$ cat config.mk
export PLATFORM = sky130hd
export DESIGN_NAME = autobaud_sync
export DESIGN_NICKNAME = d
export VERILOG_FILES = /design/src/rtl/autobaud_pkg.sv /design/src/rtl/ab_edge_timer.sv /design/src/rtl/ab_interval_bank.sv /design/src/rtl/ab_sync_fsm.sv /design/src/rtl/autobaud_sync.sv
export SDC_FILE = /design/constraint.sdc
export NUM_CORES = 1
export LEC_CHECK = 0
export ABC_AREA = 1
export ABC_CLOCK_PERIOD_IN_PS = 7100
export BUFFER_PORTS_ARGS = -buffer_cell sky130_fd_sc_hd__buf_2
export CORE_ASPECT_RATIO = 0.8
export CORE_UTILIZATION = 55
export CTS_BUF_LIST = sky130_fd_sc_hd__clkbuf_4 sky130_fd_sc_hd__clkbuf_8
export CTS_CLUSTER_DIAMETER = 120
export DETAILED_ROUTE_END_ITERATION = 8
export GPL_TIMING_DRIVEN = 0
export PLACE_DENSITY = 0.75
export SYNTH_ARGS = -nofsm -noshare
export SYNTH_HDL_FRONTEND = slang
export SYNTH_SLANG_ARGS = --single-unit
$ cat constraint.sdc
create_clock -name clk -period 7.1 [get_ports clk]
set_clock_uncertainty 0.05 [all_clocks]
set_input_delay 1.775 -clock clk [delete_from_list [all_inputs] [get_ports clk]]
set_output_delay 1.775 -clock clk [all_outputs]
set_load 0.03 [all_outputs]
$ cat src/rtl/autobaud_pkg.sv
`timescale 1ns/1ps
package autobaud_pkg;

    // number of timed intervals in the sync character (start bit + data bits 0..6)
    localparam int SYNC_EDGES = 8;
    localparam int EDGE_IDX_W = $clog2(SYNC_EDGES);
    localparam int AVG_SHIFT  = $clog2(SYNC_EDGES);

    typedef enum logic [2:0] {
        AB_IDLE,
        AB_MEASURE,
        AB_CHECK,
        AB_TAIL,
        AB_HUNT
    } ab_state_e;

    typedef struct packed {
        logic level;
        logic toggled;
        logic fell;
    } ab_line_t;

    typedef struct packed {
        logic deviate;
        logic too_short;
    } ab_verdict_t;

    // true when iv lies within per +/- floor(per/4)
    function automatic logic within_quarter(input logic [31:0] iv, input logic [31:0] per);
        logic [31:0] slack;
        slack = per >> 2;
        return ((iv + slack) >= per) && (iv <= (per + slack));
    endfunction

endpackage

$ cat src/rtl/ab_edge_timer.sv
`timescale 1ns/1ps
module ab_edge_timer
    import autobaud_pkg::*;
#(
    parameter int CNT_W = 16
) (
    input  logic           clk,
    input  logic           rst,
    input  logic           rx,
    input  logic           restart,
    output ab_line_t       line,
    output logic [CNT_W:0] cnt
);

    localparam logic [CNT_W:0] CNT_TOP = '1;

    logic rx_q;

    always_ff @(posedge clk) begin
        if (rst) rx_q <= 1'b1;
        else     rx_q <= rx;
    end

    always_comb begin
        line.level   = rx;
        line.toggled = rx ^ rx_q;
        line.fell    = rx_q & ~rx;
    end

    // saturating cycle counter, reloaded to 1 on each timed edge
    always_ff @(posedge clk) begin
        if (rst)                 cnt <= '0;
        else if (restart)        cnt <= (CNT_W+1)'(1);
        else if (cnt != CNT_TOP) cnt <= cnt + 1'b1;
    end

endmodule

$ cat src/rtl/ab_interval_bank.sv
`timescale 1ns/1ps
module ab_interval_bank
    import autobaud_pkg::*;
#(
    parameter int CNT_W      = 16,
    parameter int MIN_PERIOD = 4
) (
    input  logic                  clk,
    input  logic                  rst,
    input  logic                  clear,
    input  logic                  store,
    input  logic [EDGE_IDX_W-1:0] idx,
    input  logic [CNT_W-1:0]      iv_in,
    output logic [CNT_W-1:0]      period,
    output ab_verdict_t           verdict
);

    localparam int TOT_W = CNT_W + AVG_SHIFT;

    logic [TOT_W-1:0]      total;
    logic [SYNC_EDGES-1:0] dev;

    always_ff @(posedge clk) begin
        if (rst || clear) total <= '0;
        else if (store)   total <= total + TOT_W'(iv_in);
    end

    assign period = total[TOT_W-1:AVG_SHIFT];

    for (genvar g = 0; g < SYNC_EDGES; g++) begin : g_slot
        logic [CNT_W-1:0] iv_q;
        always_ff @(posedge clk) begin
            if (rst)                                    iv_q <= '0;
            else if (store && idx == EDGE_IDX_W'(g))    iv_q <= iv_in;
        end
        assign dev[g] = !within_quarter(32'(iv_q), 32'(period));
    end

    always_comb begin
        verdict.deviate   = |dev;
        verdict.too_short = period < CNT_W'(MIN_PERIOD);
    end

endmodule

$ cat src/rtl/ab_sync_fsm.sv
`timescale 1ns/1ps
module ab_sync_fsm
    import autobaud_pkg::*;
#(
    parameter int CNT_W = 16
) (
    input  logic                  clk,
    input  logic                  rst,
    input  ab_line_t              line,
    input  logic [CNT_W:0]        cnt,
    input  logic [CNT_W-1:0]      period,
    input  ab_verdict_t           verdict,
    output logic                  restart,
    output logic                  clear,
    output logic                  store,
    output logic [EDGE_IDX_W-1:0] idx,
    output logic                  accept,
    output logic                  lock,
    output logic                  fault
);

    localparam logic [CNT_W:0]        IV_LIMIT  = {1'b0, {CNT_W{1'b1}}};
    localparam logic [EDGE_IDX_W-1:0] LAST_EDGE = EDGE_IDX_W'(SYNC_EDGES - 1);

    ab_state_e             state, nxt;
    logic [EDGE_IDX_W-1:0] edge_q;
    logic [CNT_W:0]        half_pt, stop_pt;
    logic                  fail;

    assign half_pt = {1'b0, period} >> 1;
    assign stop_pt = {1'b0, period} + half_pt;
    assign idx     = edge_q;

    always_comb begin
        nxt     = state;
        restart = 1'b0;
        clear   = 1'b0;
        store   = 1'b0;
        accept  = 1'b0;
        fail    = 1'b0;
        unique case (state)
            AB_IDLE: begin
                if (line.fell) begin
                    restart = 1'b1;
                    clear   = 1'b1;
                    nxt     = AB_MEASURE;
                end
            end
            AB_MEASURE: begin
                if (cnt >= IV_LIMIT) begin
                    fail = 1'b1;
                    nxt  = AB_HUNT;
                end else if (line.toggled) begin
                    restart = 1'b1;
                    store   = 1'b1;
                    if (edge_q == LAST_EDGE) nxt = AB_CHECK;
                end
            end
            AB_CHECK: begin
                if (verdict.deviate || verdict.too_short) begin
                    fail = 1'b1;
                    nxt  = AB_HUNT;
                end else begin
                    nxt = AB_TAIL;
                end
            end
            AB_TAIL: begin
                if (cnt == half_pt && line.level) begin
                    fail = 1'b1;
                    nxt  = AB_HUNT;
                end else if (cnt == stop_pt) begin
                    if (line.level) begin
                        accept = 1'b1;
                        nxt    = AB_IDLE;
                    end else begin
                        fail = 1'b1;
                        nxt  = AB_HUNT;
                    end
                end
            end
            AB_HUNT: begin
                if (line.level) nxt = AB_IDLE;
            end
            default: nxt = AB_IDLE;
        endcase
    end

    always_ff @(posedge clk) begin
        if (rst) begin
            state  <= AB_IDLE;
            edge_q <= '0;
            lock   <= 1'b0;
            fault  <= 1'b0;
        end else begin
            state <= nxt;
            lock  <= accept;
            fault <= fail;
            if (clear)      edge_q <= '0;
            else if (store) edge_q <= edge_q + 1'b1;
        end
    end

endmodule

$ cat src/rtl/autobaud_sync.sv
`timescale 1ns/1ps
module autobaud_sync
    import autobaud_pkg::*;
#(
    parameter int CNT_W      = 16,
    parameter int MIN_PERIOD = 4
) (
    input  logic             clk,
    input  logic             rst,
    input  logic             rx,
    output logic [CNT_W-1:0] bit_period,
    output logic             period_valid,
    output logic             sync_err
);

    ab_line_t              line;
    ab_verdict_t           verdict;
    logic [CNT_W:0]        cnt;
    logic [CNT_W-1:0]      period;
    logic [EDGE_IDX_W-1:0] idx;
    logic                  restart, clear, store, accept;

    ab_edge_timer #(.CNT_W(CNT_W)) u_timer (
        .clk     (clk),
        .rst     (rst),
        .rx      (rx),
        .restart (restart),
        .line    (line),
        .cnt     (cnt)
    );

    ab_interval_bank #(.CNT_W(CNT_W), .MIN_PERIOD(MIN_PERIOD)) u_bank (
        .clk     (clk),
        .rst     (rst),
        .clear   (clear),
        .store   (store),
        .idx     (idx),
        .iv_in   (cnt[CNT_W-1:0]),
        .period  (period),
        .verdict (verdict)
    );

    ab_sync_fsm #(.CNT_W(CNT_W)) u_fsm (
        .clk     (clk),
        .rst     (rst),
        .line    (line),
        .cnt     (cnt),
        .period  (period),
        .verdict (verdict),
        .restart (restart),
        .clear   (clear),
        .store   (store),
        .idx     (idx),
        .accept  (accept),
        .lock    (period_valid),
        .fault   (sync_err)
    );

    always_ff @(posedge clk) begin
        if (rst)         bit_period <= '0;
        else if (accept) bit_period <= period;
    end

endmodule

== After elaboration in Yosys (flattened, before gate mapping) ==
Index checks and enable logic that the tools add are counted.
Operators by class
  $add $sub $neg: 13
  bitwise operators: 3
  mux-type cells: 28
  equal/unequal tests: 19
  reductions and logical operators: 34
  order comparisons: 18
Operators by type and width (count)
  greater-or-equal comparator 32 x 16 -> 1 bit: 8
  less-or-equal comparator 16 x 32 -> 1 bit: 8
  adder 16 x 14 -> 17 bit: 9
  two-way mux 3 bit: 9
  adder 19 x 16 -> 19 bit: 1
  adder 16 x 15 -> 17 bit: 1
  adder 17 x 1 -> 17 bit, second input constant: 1
  equality test 17 x 15 -> 1 bit: 1
  equality test 17 bit: 1
  greater-or-equal comparator 17 x 16 -> 1 bit, second input constant: 1
  logical AND 1 bit: 17
  != test 17 bit, second input constant: 1
  < comparator 16 x 3 -> 1 bit, second input constant: 1
  two-way mux 1 bit: 16
  equality test 3 bit, second input constant: 5
  case mux 3 bit (5 select lines): 1
  equality test 3 x 2 -> 1 bit, second input constant: 4
  zero test 1 bit: 8
  OR reduction 8 bit: 1
  equality test 3 x 1 -> 1 bit, second input constant: 2
  zero test 3 bit: 2
  != test 3 x 2 -> 1 bit, second input constant: 2
  AND reduction 5 bit: 1
  != test 2 bit, second input constant: 2
  other kinds (10): 12
Word-level totals
  register bits after elaboration: 189
  word-level logic and storage cells: 132
  output and inout bits: 18
  bits of input ports: 3

== Longest topological paths before layout ==
Gate-level depths: netlist of run 1.
  depth in word-level cells: 8
  depth in mapped cells: 35

== Modules after synthesis ==
From an unflattened synthesis of run 1, not the netlist that was laid out.
Unflattened totals
  cells, all modules: 3233
  area total of the unflattened synthesis: 21575.7 µm²
Modules (own cells, without submodules)
  ab_interval_bank: area an instance 17959.7 µm², cells each 2618, times used 1
  ab_sync_fsm: area an instance 2000.7 µm², cells each 381, times used 1
  ab_edge_timer: area an instance 944.7 µm², cells each 133, times used 1
  autobaud_sync: area an instance 670.6 µm², cells each 101, times used 1

== Worst setup path before layout of run 1 ==
Ideal clock, no wire load.
  path type: register to register
  from: register u_bank.total[6]
  to: register u_fsm.state[2]
  buffers on the path: 0
  arrival time: 4197 ps
  slack: 2744 ps
  cell stages (with the launch flop): 28
  setup time: 110 ps
  period minus slack after synthesis: 4356 ps
  path through: dfxtp_1 inv_1 fa_1 o21ai_0 nand2_1 nand2_1 inv_1 o21ai_0 nand3_1 nand2_1 a21oi_1 xor2_1 ha_1 nand2_1 inv_1 nand3_1 nor3_1 nand3_1 nand4_1 nand4_1 nor2_1 nand2_1 nor2_2 nand2_1 nand2_1 nand3_1 nand2_1 inv_1
On the way
  cells in the longest elaborated chain, start to end: 8
  elaborated cells between the ends (all ways): 53
  those cells by class: add/sub (10); order compare (17); eq/ne (3); mux (3); reduce/logical (20)
Ends and longest elaborated chain
  start, declared: RTL line ab_interval_bank.sv:20  | logic [TOT_W-1:0] total;
  start signal, assigned: RTL line ab_interval_bank.sv:25  | else if (store) total <= total + TOT_W'(iv_in);
  adder 16 x 14 -> 17 bit: RTL line autobaud_pkg.sv:32  | return ((iv + slack) >= per) && (iv <= (per + slack));
  greater-or-equal comparator 32 x 16 -> 1 bit / less-or-equal comparator 16 x 32 -> 1 bit (equally long branches): RTL line autobaud_pkg.sv:32
  logical AND 1 bit: RTL line autobaud_pkg.sv:32
  zero test 1 bit: RTL line ab_interval_bank.sv:36  | assign dev[g] = !within_quarter(32'(iv_q), 32'(period));
  OR reduction 8 bit: RTL line ab_interval_bank.sv:40  | verdict.deviate = |dev;
  logical OR 1 bit: RTL line ab_sync_fsm.sv:60  | if (verdict.deviate || verdict.too_short) begin
  two-way mux 3 bit: RTL line ab_sync_fsm.sv:60
  case mux 3 bit (5 select lines): RTL line ab_sync_fsm.sv:41  | unique case (state)
  end signal, assigned: RTL line ab_sync_fsm.sv:95  | state <= nxt;
  end, declared: RTL line ab_sync_fsm.sv:25  | ab_state_e state, nxt;
Parallel ways exist; a longest one is shown, timed or not.
A chain may end at the register's enable or synchronous reset.

== Worst setup path in the final report of run 1 ==
  from: register u_bank.total[7]
  to: register u_fsm.state[1]
Same word-level chain as after synthesis.

==> results.sh, run 1 <==
export IMPL_synthTopCellsByCount="nand2_1, ha_1, a21oi_1"
export IMPL_detail_route_antenna_nets=0
export IMPL_synth_async_reset_ratio=0
export IMPL_crit_required_ps=7490
export IMPL_setup_viol=0
export IMPL_finalCriticalPeriod_ps=6760
export IMPL_h_tree_depth=4
export IMPL_post_drt_wl_per_cell_um=21.6
export IMPL_gp_congestion=1.01
export IMPL_ctsHoldBuffers=0
export IMPL_initial_utilization=0.560
export IMPL_final_util=0.593
export IMPL_grt_usage=0.390
export IMPL_max_freq_mhz=148
export IMPL_worstPathArrival_ps=7140
export IMPL_maxSlewHeadroom=-0.116
export IMPL_die_height_um=176
export IMPL_yosys_area_top_type="ha_1"
export IMPL_violations="max-capacitance violations, max-slew violations"
export IMPL_grt_max_degree=20
export IMPL_synth_nets=3394
export IMPL_hold_viol=0
export IMPL_ys_flop_type="dfxtp_1"
export IMPL_drive_gt1_frac=0.0486
export IMPL_cts_buffers=17
export IMPL_vias=21500
export IMPL_io_buffers=20
export IMPL_clock_path_buffers=2
export IMPL_design_die_area_mm2=0.0386
export IMPL_grt_pass1_wl_um=112000
export IMPL_critical_path_class="flip-flop to flip-flop"
export IMPL_cp_start_kind="flip-flop"
export IMPL_dr_first_iter_drc_count=3144
export IMPL_synth_area_top_cells="ha_1, dfxtp_1, a21oi_1, nand2_1, o21ai_0"
export IMPL_drc_errors=0
export IMPL_p_per_area_mw_per_mm2=138
export IMPL_rows=63
export IMPL_cts_tree="yes"
export IMPL_syn_mean_instance_area_um2=7.04
export IMPL_p_leak_nw=11.5
export IMPL_drv_cap=11
export IMPL_dp_hpwl_um=51800
export IMPL_synth_seq_cells=189
export IMPL_cts_sinks=189
export IMPL_rsz0062_at_grt="false"
export IMPL_diodes=0
export IMPL_grt_overflow=0
export IMPL_worst_pin_slew_ps=1670
export IMPL_totalWireLength_um=75500
export IMPL_postCtsResizedCells=0
export IMPL_synth_distinct_cells=59
export IMPL_path_clk_slew_ps=130
export IMPL_cp_max_fo=16
export IMPL_syn_inst=2954
export IMPL_period_share=0.951
export IMPL_synthDominantCellAreaShare=0.256
export IMPL_nets=3434
export IMPL_root_buffer="clkbuf_8"
export IMPL_r2r_slack_ps=340
export IMPL_routed_via_density=6.16
export IMPL_yosysWarnings=0
export IMPL_synth_most_common_cell="nand2_1"
export IMPL_die_w_um=219
export IMPL_grt_pass1_vias=19600
export IMPL_vdd_ir_drop_max_mv=0.130
export IMPL_ys_seq_area_frac=0.182
export IMPL_io_pins=21
export IMPL_fin_setup_tns_ps=0
export IMPL_antenna_found_initial=1
export IMPL_area_delta_synth_final_pct=5.74
export IMPL_synth_area_mm2=0.0208
export IMPL_worst_hold_path_type="flip-flop to flip-flop"
export IMPL_core_area_mm2=0.0371
export IMPL_maxSlewViolCount=164
export IMPL_status="complete, but fails checks"
export IMPL_crit_path_end_kind="flip-flop"
export IMPL_post_cts_buffers=0
export IMPL_synth_edff_count=0
export IMPL_clock_latency_ps=520
export IMPL_first_pass_iters=8
==> metrics by stage <==
step	hold slack, ps	std cells	area, µm²	total power [mW]	worst slack, ps
4_1_cts	420	3493	22000	2.99	665
5_1_grt	442	3494	22000	3.19	363
6_report	419	3494	22000	3.03	345
3_3_place_gp	397	3461	21500	2.24	-89.8
2_1_floorplan	393	2954	20800	1.94	2740
3_5_place_dp	402	3461	21600	2.28	742
==> final timing paths <==
check	depth (start not counted)	start	to
worst max-delay path	26	u_bank.total[7]	u_fsm.state[1]
worst min-delay path	2	bit_period[9]	bit_period[9]
worst max register to register	26	u_bank.total[7]	u_fsm.state[1]
worst min register to register	2	bit_period[9]	bit_period[9]
==> area by class of cell <==
type / instances / area (µm²)
multi-input cells: 2385 / 15600
fillers: 3453 / 15100
flip-flops and latches: 189 / 3780
inverters: 320 / 1200
well taps: 487 / 609
plain buffers: 60 / 288
clock buffers: 19 / 255
repair buffers: 21 / 128
clock inverters: 13 / 120
==> per-layer routing <==
metal | part of all wire | up-vias | track usage
li1 | - | 10200 | -
met1 | 0.41 | 9790 | 0.531
met2 | 0.39 | 1260 | 0.567
met3 | 0.14 | 246 | 0.0918
met4 | 0.059 | 0 | 0.205
met5 | 0 | - | 0
==> cell usage in the layout, fill, tap and decap left out, types with 44 or more instances in the layout <==
master / count
a21oi_1: 404
dfxtp_1: 189
ha_1: 426
inv_1: 303
nand2_1: 501
nand3_1: 141
nand4_1: 48
nor2_1: 252
nor3_1: 48
o21ai_0: 230
xnor2_1: 44
xor2_1: 105
==> power by group <==
part | internal, mW | switching [mW] | total (mW)
Clock | 0.271 | 0.465 | 0.736
Sequential | 1.09 | 0.0722 | 1.16
Combinational | 0.398 | 0.741 | 1.14
==> sequential cells by signal (all words and copies together) (netlist names) <==
signal,flops
u_timer.rx_q,1
u_fsm.fault,1
bit_period,16
u_bank.g_slot.iv_q,128
u_timer.cnt,17
u_bank.total,19
u_fsm.state,3
u_fsm.idx,3
u_fsm.lock,1
==> worst max-delay path: stages (launching register included) <==
cell	delay, ps
dfxtp_1	1330
ha_1	490
nand2_1	100
nor2_1	40
a211oi_1	420
nor3_1	80
nor2_1	230
o21ai_0	220
a21oi_1	170
o21ai_0	110
xor2_1	1200
ha_1	450
a21oi_1	150
o21ai_0	100
a21oi_1	190
nand2_1	80
nand3_1	60
nand2_1	100
nor2_1	140
nand2_1	50
nor2_1	80
nand2_1	70
nor2_2	320
nand3_1	160
nand2_1	80
nand2_1	80
a21oi_2	120
==> logic make-up after synthesis <==
family                     Yosys count  share of synthesized area
DFF                                189                      0.182
AOI/OAI and AO/OA                  738                      0.188
xor gates and xnor gates           163                     0.0697
and+or+nand+nor                   1047                      0.222
buffers and inverters              380                     0.0716
adders and majority gates          437                      0.267
Power figures use the tool's default switching activity.
==> run 2: changes to the inputs <==
--- a/config.mk
+++ b/config.mk
@@ -18,3 +18,4 @@
 export SYNTH_ARGS = -nofsm -noshare
 export SYNTH_HDL_FRONTEND = slang
+export SYNTH_HIERARCHICAL = 1
 export SYNTH_SLANG_ARGS = --single-unit
==> constraint.sdc (replaced) <==
create_clock -name clk -period 7.1 [get_ports clk]
set_clock_uncertainty 0.05 [all_clocks]
set_input_delay 0.355 -clock clk [delete_from_list [all_inputs] [get_ports clk]]
set_output_delay 0.355 -clock clk [all_outputs]
set_load 0.03 [all_outputs]
==> results.sh, run 2 <==
export IMPL_die_height_um=179
export IMPL_switching_share=0.519
export IMPL_synthDominantCellAreaShare=0.238
export IMPL_top_regs="u_bank/g_slot.iv_q: 128 flops, u_bank/total: 19 flops, u_timer/cnt: 17 flops"
export IMPL_combinationalPowerShare=0.639
export IMPL_synth_simple_area_share=0.260
export IMPL_cts_buffers=17
export IMPL_clock_latency_ps=520
export IMPL_setup_viol=0
export IMPL_synth_nets=3658
export IMPL_crit_required_ps=7480
export IMPL_ys_flop_type="dfxtp_1"
export IMPL_io_pins=21
export IMPL_hold_end="u_timer/rx_q"
export IMPL_worstReg2RegStart="u_bank/total[6]"
export IMPL_synth_area_mm2=0.0216
export IMPL_r2r_slack_ps=140
export IMPL_drc_errors=0
export IMPL_synth_area_top_cells="ha_1, dfxtp_1, nand2_1, inv_1, nor2_1"
export IMPL_rsz0062_at_grt="false"
export IMPL_multi_input_area_mm2=0.0158
export IMPL_synth_distinct_cells=58
export IMPL_postCtsResizedCells=0
export IMPL_crit_path_end_kind="flip-flop"
export IMPL_grt_max_degree=20
export IMPL_seqCellArea_mm2=0.00378
export IMPL_ctsHoldBuffers=0
export IMPL_drv_cap=1
export IMPL_synth_edff_count=0
export IMPL_internal_power_mw=2.83
export IMPL_gp_congestion=0.970
export IMPL_layoutNonFillerInstCount=3783
export IMPL_r2r_end="u_fsm/state[2]"
export IMPL_final_common_cell="nand2_1"
export IMPL_first_pass_iters=6
export IMPL_reg2reg_depth=27
export IMPL_detail_route_antenna_nets=0
export IMPL_max_freq_mhz=144
export IMPL_dp_hpwl_um=54800
export IMPL_cp_start_kind="flip-flop"
export IMPL_synth_top_family_by_area="simple AND/OR/NAND/NOR gates"
export IMPL_vias=22500
export IMPL_status="complete, but fails checks"
export IMPL_slowest_stage="dfxtp_1"
export IMPL_min_delay_path_depth=3
export IMPL_p_leak_nw=12.7
export IMPL_h_tree_depth=4
export IMPL_worst_hold_path_type="input pin to flip-flop"
export IMPL_nets=3700
export IMPL_synthTopCellsByCount="nand2_1, inv_1, nor2_1"
export IMPL_slowest_delay_ps=1190
export IMPL_totalWireLength_um=75800
export IMPL_root_buffer="clkbuf_8"
export IMPL_rows=64
export IMPL_grt_pass1_vias=20300
export IMPL_maxSlewViolCount=9
export IMPL_num_fill_cells=3619
export IMPL_clockPowerShare=0.137
export IMPL_largest_reg_flops=128
export IMPL_synth_area_mux_share=0
export IMPL_cp_max_fo=19
export IMPL_synth_compound_area_share=0.158
export IMPL_path_clk_slew_ps=100
export IMPL_layout_common_cells="nand2_1, inv_1, nor2_1, ha_1, a21oi_1"
export IMPL_syn_inst=3233
export IMPL_synth_seq_cells=189
export IMPL_worst_pin_slew_ps=1510
export IMPL_p_sw_mw=3.06
export IMPL_core_area_mm2=0.0384
export IMPL_synthXorXnorAreaFrac=0.0605
export IMPL_grt_usage=0.375
export IMPL_area_delta_synth_final_pct=5.79
export IMPL_cts_tree="yes"
export IMPL_cts_sinks=189
export IMPL_synth_adder_area_share=0.249
export IMPL_whs_ps=24.2
export IMPL_p_per_area_mw_per_mm2=258
export IMPL_seq_power_share=0.224
export IMPL_violations="max-capacitance violations, max-slew violations"
export IMPL_routed_via_density=5.96
export IMPL_worstPathArrival_ps=7340
export IMPL_syn_mean_instance_area_um2=6.67
export IMPL_post_drt_wl_per_cell_um=20.0
export IMPL_hp_start="rx"
export IMPL_yosys_area_top_type="ha_1"
export IMPL_finalCriticalPeriod_ps=6960
export IMPL_maxSlewHeadroom=-0.0113
export IMPL_grt_overflow=0
export IMPL_die_w_um=223
export IMPL_dr_first_iter_drc_count=2568
export IMPL_drive_gt1_frac=0.0481
export IMPL_yosysWarnings=6
export IMPL_design_die_area_mm2=0.0400
export IMPL_vdd_ir_drop_max_mv=0.208
export IMPL_ys_seq_area_frac=0.175
export IMPL_synth_most_common_cell="nand2_1"
export IMPL_critical_path_class="flip-flop to flip-flop"
export IMPL_clock_path_buffers=2
export IMPL_period_share=0.981
export IMPL_initial_utilization=0.561
export IMPL_antenna_found_initial=0
export IMPL_post_cts_buffers=0
export IMPL_hold_viol=0
export IMPL_synth_async_reset_ratio=0
export IMPL_top_register="u_bank/g_slot.iv_q"
export IMPL_io_buffers=20
export IMPL_placed_cells=3750
export IMPL_grt_pass1_wl_um=113000
## run 2: cell count changes after synthesis, moves of 17 or more
cell,previous run,this run
o21ai_0,230,210
a21oi_1,404,307
inv_1,304,441
nor2_1,252,417
nand2_1,501,617
nand3_1,141,124
## run 2: cell type report
type / count / share of cell area
Multi-Input combinational cell: 2516 / 0.690
Sequential cell: 189 / 0.166
Inverter: 460 / 0.0756
Tap cell: 495 / 0.0271
Buffer: 68 / 0.0168
Clock buffer: 19 / 0.0115
Clock inverter: 12 / 0.00707
Timing Repair Buffer: 23 / 0.00570
Antenna cell: 1 / 0.000110
## run 2: kinds of logic after synthesis
kind of cell / Yosys count
AO/OA/AOI/OAI: 625
XOR/XNOR: 149
adder cells (fa/ha/maj): 422
buffers and inverters: 528
flip-flops: 189
AND/OR/NAND/NOR: 1320
## run 2: power groups by stage
stage          clock (mW)  combinational, mW  sequential (mW)
6_report            0.808               3.76             1.32
5_1_grt             0.851               4.18             1.32
4_1_cts             0.810               3.65             1.31
3_5_place_dp            0               3.63             1.33
3_3_place_gp            0               3.50             1.33
2_1_floorplan           0               2.64             1.22
## run 2: per-stage QoR
stage                util  TNS [ps]  setup slack (ps)  cell area (µm²)  power, mW
floorplan               -         0              2680            21600       3.86
global placement    0.580      -974              -311            22300       4.83
detailed placement  0.582         0               150            22400       4.96
CTS                 0.593         0               145            22800       5.77
global route        0.594         0              38.6            22800       6.35
finish              0.594         0               138            22800       5.89
## run 2: worst max-delay path by stage
| stage | from | to |
|---|---|---|
| global placement | u_bank/total[6] | u_fsm/state[2] |
| global route | u_bank/total[6] | u_fsm/state[2] |
| finish | u_bank/total[6] | u_fsm/state[2] |
| CTS | u_bank/total[6] | u_fsm/state[2] |
| detailed placement | u_bank/total[6] | u_fsm/state[2] |
| floorplan | u_bank/total[6] | u_fsm/state[2] |
## run 2: layer usage
layer / share of wire / vias up / track usage
met2: 0.40 / 1230 / 0.560
met3: 0.13 / 211 / 0.0814
met4: 0.048 / 0 / 0.173
met1: 0.42 / 10300 / 0.515
met5: 0 / - / 0
li1: - / 10800 / -
## run 2: critical path: cells and delay by family (launching register included)
kind | cells | cell delay, ps
compound gates | 7 | 1440
flops | 1 | 1190
simple gates | 14 | 1460
xor+xnor | 1 | 800
fa+ha+maj | 2 | 1050
buf+inv | 3 | 870
